`config.mk`:
```
export PLATFORM = sky130hd
export DESIGN_NAME = deg_detector
export DESIGN_NICKNAME = d
export VERILOG_FILES = /design/src/rtl/deg_pkg.sv /design/src/rtl/deg_accum.sv /design/src/rtl/deg_state.sv /design/src/rtl/deg_detector.sv
export SDC_FILE = /design/constraint.sdc
export NUM_CORES = 1
export LEC_CHECK = 0
export BUFFER_PORTS_ARGS = -buffer_cell sky130_fd_sc_hd__buf_2
export CORE_ASPECT_RATIO = 1.2
export CORE_MARGIN = 2
export CORE_UTILIZATION = 56
export DETAILED_ROUTE_END_ITERATION = 8
export HOLD_SLACK_MARGIN = 0.05
export PLACE_DENSITY_LB_ADDON = 0.1
export RECOVER_POWER = 100
export SLEW_MARGIN = 10
export SYNTH_ARGS = -nofsm -noshare
export SYNTH_HDL_FRONTEND = slang
export SYNTH_SLANG_ARGS = --single-unit
```
`constraint.sdc`:
```
create_clock -name clk_i -period 5.3 [get_ports clk_i]
set_input_delay 0.795 -clock clk_i [delete_from_list [all_inputs] [get_ports clk_i]]
set_output_delay 0.795 -clock clk_i [all_outputs]
set_load 0.03 [all_outputs]
```
`src/rtl/deg_pkg.sv`:
```
package deg_pkg;
  localparam int WIN_W   = 4;
  localparam int WIN_MIN = 2;
  localparam int WIN_MAX = 10;
  localparam int THR_W   = 20;

  typedef logic [WIN_W-1:0] win_t;

  function automatic win_t win_clamp(input win_t w);
    if (w < win_t'(WIN_MIN))      return win_t'(WIN_MIN);
    else if (w > win_t'(WIN_MAX)) return win_t'(WIN_MAX);
    else                          return w;
  endfunction
endpackage

```
`src/rtl/deg_accum.sv`:
```
module deg_accum #(
  parameter int CNT_W = 16,
  parameter int ACC_W = 20
) (
  input  logic             clk_i,
  input  logic             rst_ni,
  input  logic             err_valid_i,
  input  logic [CNT_W-1:0] err_cnt_i,
  input  logic             tick_i,
  output logic [ACC_W-1:0] total_o,
  output logic             done_o
);
  logic [ACC_W-1:0] acc_q;
  logic [ACC_W:0]   sum_ext;
  logic [ACC_W-1:0] add;

  assign add     = err_valid_i ? ACC_W'(err_cnt_i) : '0;
  assign sum_ext = {1'b0, acc_q} + {1'b0, add};
  // saturate rather than wrap
  assign total_o = sum_ext[ACC_W] ? '1 : sum_ext[ACC_W-1:0];
  assign done_o  = tick_i;

  always_ff @(posedge clk_i or negedge rst_ni) begin
    if (!rst_ni)     acc_q <= '0;
    else if (tick_i) acc_q <= '0;
    else             acc_q <= total_o;
  end


  no_wrap_chk: assert property (@(posedge clk_i) disable iff (!rst_ni)
    !tick_i |=> acc_q >= $past(acc_q));

  acc_restart_chk: assert property (@(posedge clk_i) disable iff (!rst_ni)
    tick_i |=> acc_q == '0);
endmodule

```
`src/rtl/deg_state.sv`:
```
module deg_state
  import deg_pkg::*;
#(
  parameter int ACC_W = 20
) (
  input  logic             clk_i,
  input  logic             rst_ni,
  input  logic             done_i,
  input  logic [ACC_W-1:0] total_i,
  input  logic [THR_W-1:0] det_thr_i,
  input  logic [THR_W-1:0] rec_thr_i,
  input  win_t             det_win_i,
  input  win_t             rec_win_i,
  output logic             deg_o,
  output logic             chg_o
);
  win_t det_win_c, rec_win_c;
  win_t run_q, run_d, run_inc;
  logic deg_q, deg_d, chg_q;
  logic bad, good;

  assign det_win_c = win_clamp(det_win_i);
  assign rec_win_c = win_clamp(rec_win_i);
  assign bad       = total_i >= ACC_W'(det_thr_i);
  assign good      = total_i <= ACC_W'(rec_thr_i);
  assign run_inc   = run_q + win_t'(1);

  // one run counter; its meaning follows the defect level
  always_comb begin
    deg_d = deg_q;
    run_d = run_q;
    if (done_i) begin
      if (!deg_q) begin
        if (!bad)                      run_d = '0;
        else if (run_inc >= det_win_c) begin deg_d = 1'b1; run_d = '0; end
        else                           run_d = run_inc;
      end else begin
        if (!good)                     run_d = '0;
        else if (run_inc >= rec_win_c) begin deg_d = 1'b0; run_d = '0; end
        else                           run_d = run_inc;
      end
    end
  end

  always_ff @(posedge clk_i or negedge rst_ni) begin
    if (!rst_ni) begin
      deg_q <= 1'b0;
      run_q <= '0;
      chg_q <= 1'b0;
    end else begin
      deg_q <= deg_d;
      run_q <= run_d;
      chg_q <= deg_d ^ deg_q;
    end
  end

  assign deg_o = deg_q;
  assign chg_o = chg_q;


  deg_on_tick_chk: assert property (@(posedge clk_i) disable iff (!rst_ni)
    !done_i |=> $stable(deg_q));

  run_bound_chk: assert property (@(posedge clk_i) disable iff (!rst_ni)
    run_q < win_t'(WIN_MAX));

  chg_match_chk: assert property (@(posedge clk_i) disable iff (!rst_ni)
    (deg_q != $past(deg_q)) |-> chg_q);

  chg_single_chk: assert property (@(posedge clk_i) disable iff (!rst_ni)
    chg_q |=> !chg_q);
endmodule

```
`src/rtl/deg_detector.sv`:
```
module deg_detector
  import deg_pkg::*;
#(
  parameter int CNT_W = 16,
  parameter int ACC_W = 20
) (
  input  logic             clk_i,
  input  logic             rst_ni,
  input  logic             err_valid_i,
  input  logic [CNT_W-1:0] err_cnt_i,
  input  logic             tick_i,
  input  logic [15:0]      det_thr_lo_i,
  input  logic [3:0]       det_thr_hi_i,
  input  logic [15:0]      rec_thr_lo_i,
  input  logic [3:0]       rec_thr_hi_i,
  input  logic [3:0]       det_win_i,
  input  logic [3:0]       rec_win_i,
  output logic             deg_o,
  output logic             deg_chg_o
);
  logic [ACC_W-1:0] total;
  logic             done;
  logic [THR_W-1:0] det_thr, rec_thr;

  assign det_thr = {det_thr_hi_i, det_thr_lo_i};
  assign rec_thr = {rec_thr_hi_i, rec_thr_lo_i};

  deg_accum #(.CNT_W(CNT_W), .ACC_W(ACC_W)) u_accum (
    .clk_i       (clk_i),
    .rst_ni      (rst_ni),
    .err_valid_i (err_valid_i),
    .err_cnt_i   (err_cnt_i),
    .tick_i      (tick_i),
    .total_o     (total),
    .done_o      (done)
  );

  deg_state #(.ACC_W(ACC_W)) u_state (
    .clk_i     (clk_i),
    .rst_ni    (rst_ni),
    .done_i    (done),
    .total_i   (total),
    .det_thr_i (det_thr),
    .rec_thr_i (rec_thr),
    .det_win_i (det_win_i),
    .rec_win_i (rec_win_i),
    .deg_o     (deg_o),
    .chg_o     (deg_chg_o)
  );
endmodule

```
==> flow_metrics.env <==
export IMPL_worstSkewPairLatency_ns=0.27
export IMPL_crit_type="in -> reg"
export IMPL_status="finished, final reports clean"
export IMPL_overflow=0
export IMPL_drc=0
export IMPL_fin_nets=620
export IMPL_drtPass1Iterations=4
export IMPL_antennaDiodeCount=0
export IMPL_synth_edff_count=0
export IMPL_rsz0062_at_grt="false"
export IMPL_r2r_slack_ns=1.09
export IMPL_fin_skew_ns=0.00779
export IMPL_finalCritPeriodShare_pct=89.0
export IMPL_place_congestion=0.895
export IMPL_drv_slew=0
export IMPL_port_buffers=69
export IMPL_antenna_found_initial=0
export IMPL_clock_sinks=26
export IMPL_synth_area_top_cells="ha_1, dfrtp_1, a21oi_1"
export IMPL_clockBufferDepth=2
export IMPL_cts_tree="done"
export IMPL_slew_headroom_pct=5.72
export IMPL_r2r_end="u_state.deg_o"
export IMPL_hold_viol=0
export IMPL_min_to="u_state.chg_o"
export IMPL_die_w_um=74.3
export IMPL_htreeDepth=1
export IMPL_syn_num_nets=552
export IMPL_rows=30
export IMPL_peakVddDrop_uv=123
export IMPL_dpl_hpwl_mm=6.51
export IMPL_finalPower_mw=0.845
export IMPL_clk_pin_slew_worst_paths_ns=0.10
export IMPL_path_max_fanout=19
export IMPL_drt_first_iter_violations=111
export IMPL_wl_per_cell_um=13.5
export IMPL_numCtsBuffers=3
export IMPL_cp_required_ns=5.45
export IMPL_whs_path_depth=1
export IMPL_tightest_slew_ns=1.41
export IMPL_yosysWarningCount=0
export IMPL_p_switching_mw=0.356
export IMPL_avgViaCountPerCell=5.58
export IMPL_ctsResizeCount=0
export IMPL_syn_avg_cell_area_um2=7.95
export IMPL_drv_cap=0
export IMPL_crit_path_end_kind="register"
export IMPL_hold_class="reg -> reg"
export IMPL_start_util_pct=58.3
export IMPL_ys_ff_latch=26
export IMPL_ant_nets=0
export IMPL_grt_max_degree=27
export IMPL_holdCritStartpoint="u_state.deg_o"
export IMPL_reg2reg_from="u_accum.acc_q[0]"
export IMPL_io_pins=70
export IMPL_grtUsageTotal_pct=24.8
export IMPL_p_int_mw=0.489
export IMPL_synth_cell_types=49
export IMPL_wirelength_mm=7.63
export IMPL_core_um2=5710
export IMPL_fmax_mhz=212
export IMPL_fin_crit_ns=4.72
export IMPL_layout_drive_gt1_share_pct=16.7
export IMPL_synth_top_area_share_pct=24.5
export IMPL_start_kind="primary input"
export IMPL_cts_root_buffer="clkbuf_8"
export IMPL_synth_cells=418
export IMPL_synth_area_um2=3320
export IMPL_fin_tns_setup_ns=0
export IMPL_cts_hold_buf=0
export IMPL_worstPathArrival_ns=4.87
export IMPL_vias=3155
export IMPL_first_global_vias=3070
export IMPL_p_leak_nw=2.08
export IMPL_yosysSeqAreaShare_pct=19.6
export IMPL_async_flop_share_pct=100
export IMPL_post_cts_setup_buffers=0
export IMPL_grt_pass1_wl_mm=12.9
export IMPL_ys_flop_type="dfrtp_1"
export IMPL_setup_viol=0
export IMPL_die_y_um=88.4
export IMPL_clockPowerShare_pct=15.2
export IMPL_combPwrFrac_pct=55.4
export IMPL_reg2reg_depth=16
export IMPL_syn_to_final_growth_pct=13.7
export IMPL_power_density_nw_per_um2=224
export IMPL_synth_area_leader_cell="ha_1"
export IMPL_fp_dieArea_um2=6570
export IMPL_power_switching_share_pct=42.1
export IMPL_pwr_share_seq_pct=29.4
## how the worst max path moves through the flow
| stage | start | to | slack, ns | depth (start not counted) |
|---|---|---|---|---|
| floorplan | err_cnt_i[0] | u_state.deg_o | 1.08 | 16 |
| global placement | err_valid_i | u_state.deg_o | 0.53 | 18 |
| detailed placement | err_valid_i | u_state.deg_o | 0.36 | 18 |
| CTS | err_valid_i | u_state.deg_o | 0.64 | 18 |
| global route | err_valid_i | u_state.deg_o | 0.14 | 18 |
| finish | err_valid_i | u_state.deg_o | 0.58 | 18 |
## synthesized netlist by cell type, types with 2 or more instances
master	n
dfrtp_1	26
a21o_1	6
nand3_1	15
buf_2	2
o211a_1	2
inv_1	51
clkbuf_1	4
a21boi_0	2
a22o_1	2
nand4_1	9
o31ai_2	2
a211oi_2	4
a21oi_1	47
o21a_1	8
xor2_1	5
o221ai_1	5
and3_1	3
nand2_1	38
nand2b_1	8
and2_1	25
buf_6	2
or3_1	3
ha_1	65
a211oi_1	2
o211ai_1	4
nor3_1	8
a31oi_1	3
o31ai_1	3
xnor2_1	9
o21ai_0	19
o21ai_1	2
nor2_1	15
nor2b_1	3
## critical path: stages
cell and delay [ns]:
buf_2 0.18, and2_0 0.17, ha_1 0.21, fa_1 0.42, a211oi_1 0.31, nor3_1 0.13, o2111a_1 0.31, nor2_4 0.33
buf_4 0.24, nand2_1 0.10, ha_1 0.31, nand4_1 0.18, nor4_1 0.42, nand4_1 0.14, o31ai_1 0.09, clkbuf_1 0.23
nand4_1 0.15, a21boi_0 0.15
## kinds of logic after synthesis
family / count (synthesis) / synth area share, %
flip-flops: 26 / 19.6
AO/OA/AOI/OAI: 119 / 23.4
XOR/XNOR: 14 / 3.69
AND/OR/NAND/NOR: 131 / 20.0
adder cells (fa/ha/maj): 66 / 25.1
buffers and inverters: 59 / 7.19
multiplexers: 3 / 1.09
## layout make-up
class | count | area [um2]
multi-input cells | 333 | 2430
inverters | 51 | 191
repair buffers | 71 | 353
clock buffers | 4 | 55.1
flip-flops and latches | 26 | 651
fillers | 513 | 1930
well taps | 80 | 100
## through the flow
| step | area [um2] | setup WS [ns] | hold slack [ns] | cells | utilization (%) |
|---|---|---|---|---|---|
| floorplan | 3320 | 1.08 | 0.499 | 418 | - |
| global placement | 3740 | 0.529 | 0.532 | 561 | 65.5 |
| detailed placement | 3740 | 0.362 | 0.539 | 561 | 65.5 |
| CTS | 3790 | 0.642 | 0.537 | 565 | 66.5 |
| global route | 3780 | 0.137 | 0.577 | 565 | 66.3 |
| finish | 3780 | 0.584 | 0.552 | 565 | 66.3 |
## layer usage
metal / share of wire [%] / track usage [%] / up-vias
li1: - / - / 1624
met5: 0 / 0 / -
met2: 48 / 43.5 / 71
met3: 3.2 / 2.73 / 20
met4: 2.9 / 10.4 / 0
met1: 46 / 30.7 / 1440
## flip-flops by register name, summed over array words and instances (netlist names)
signal	count
u_accum.acc_q	20
u_state.run_q	4
u_state.chg_o	1
u_state.deg_o	1
## power by group through the flow
stage / combinational [mW] / clock, mW / sequential, mW
2_1_floorplan: 0.343 / 0 / 0.253
3_3_place_gp: 0.456 / 0 / 0.252
3_5_place_dp: 0.469 / 0 / 0.252
4_1_cts: 0.472 / 0.129 / 0.248
5_1_grt: 0.540 / 0.136 / 0.252
6_report: 0.469 / 0.129 / 0.248
## cell usage in the layout, fill, tap and decap left out, types with 4 or more instances in the layout
cell type / n
buf_2: 66
a21o_1: 6
o211ai_1: 4
nand4_1: 9
nand2b_1: 8
dfrtp_1: 26
a21oi_1: 47
and2_1: 24
clkbuf_1: 4
xor2_1: 5
nor3_1: 8
nand3_1: 15
inv_1: 51
xnor2_1: 9
nand2_1: 38
clkbuf_8: 4
o21a_1: 8
ha_1: 65
o21ai_0: 19
o221ai_1: 5
nor2_1: 15
Power figures use the tool's default switching activity.
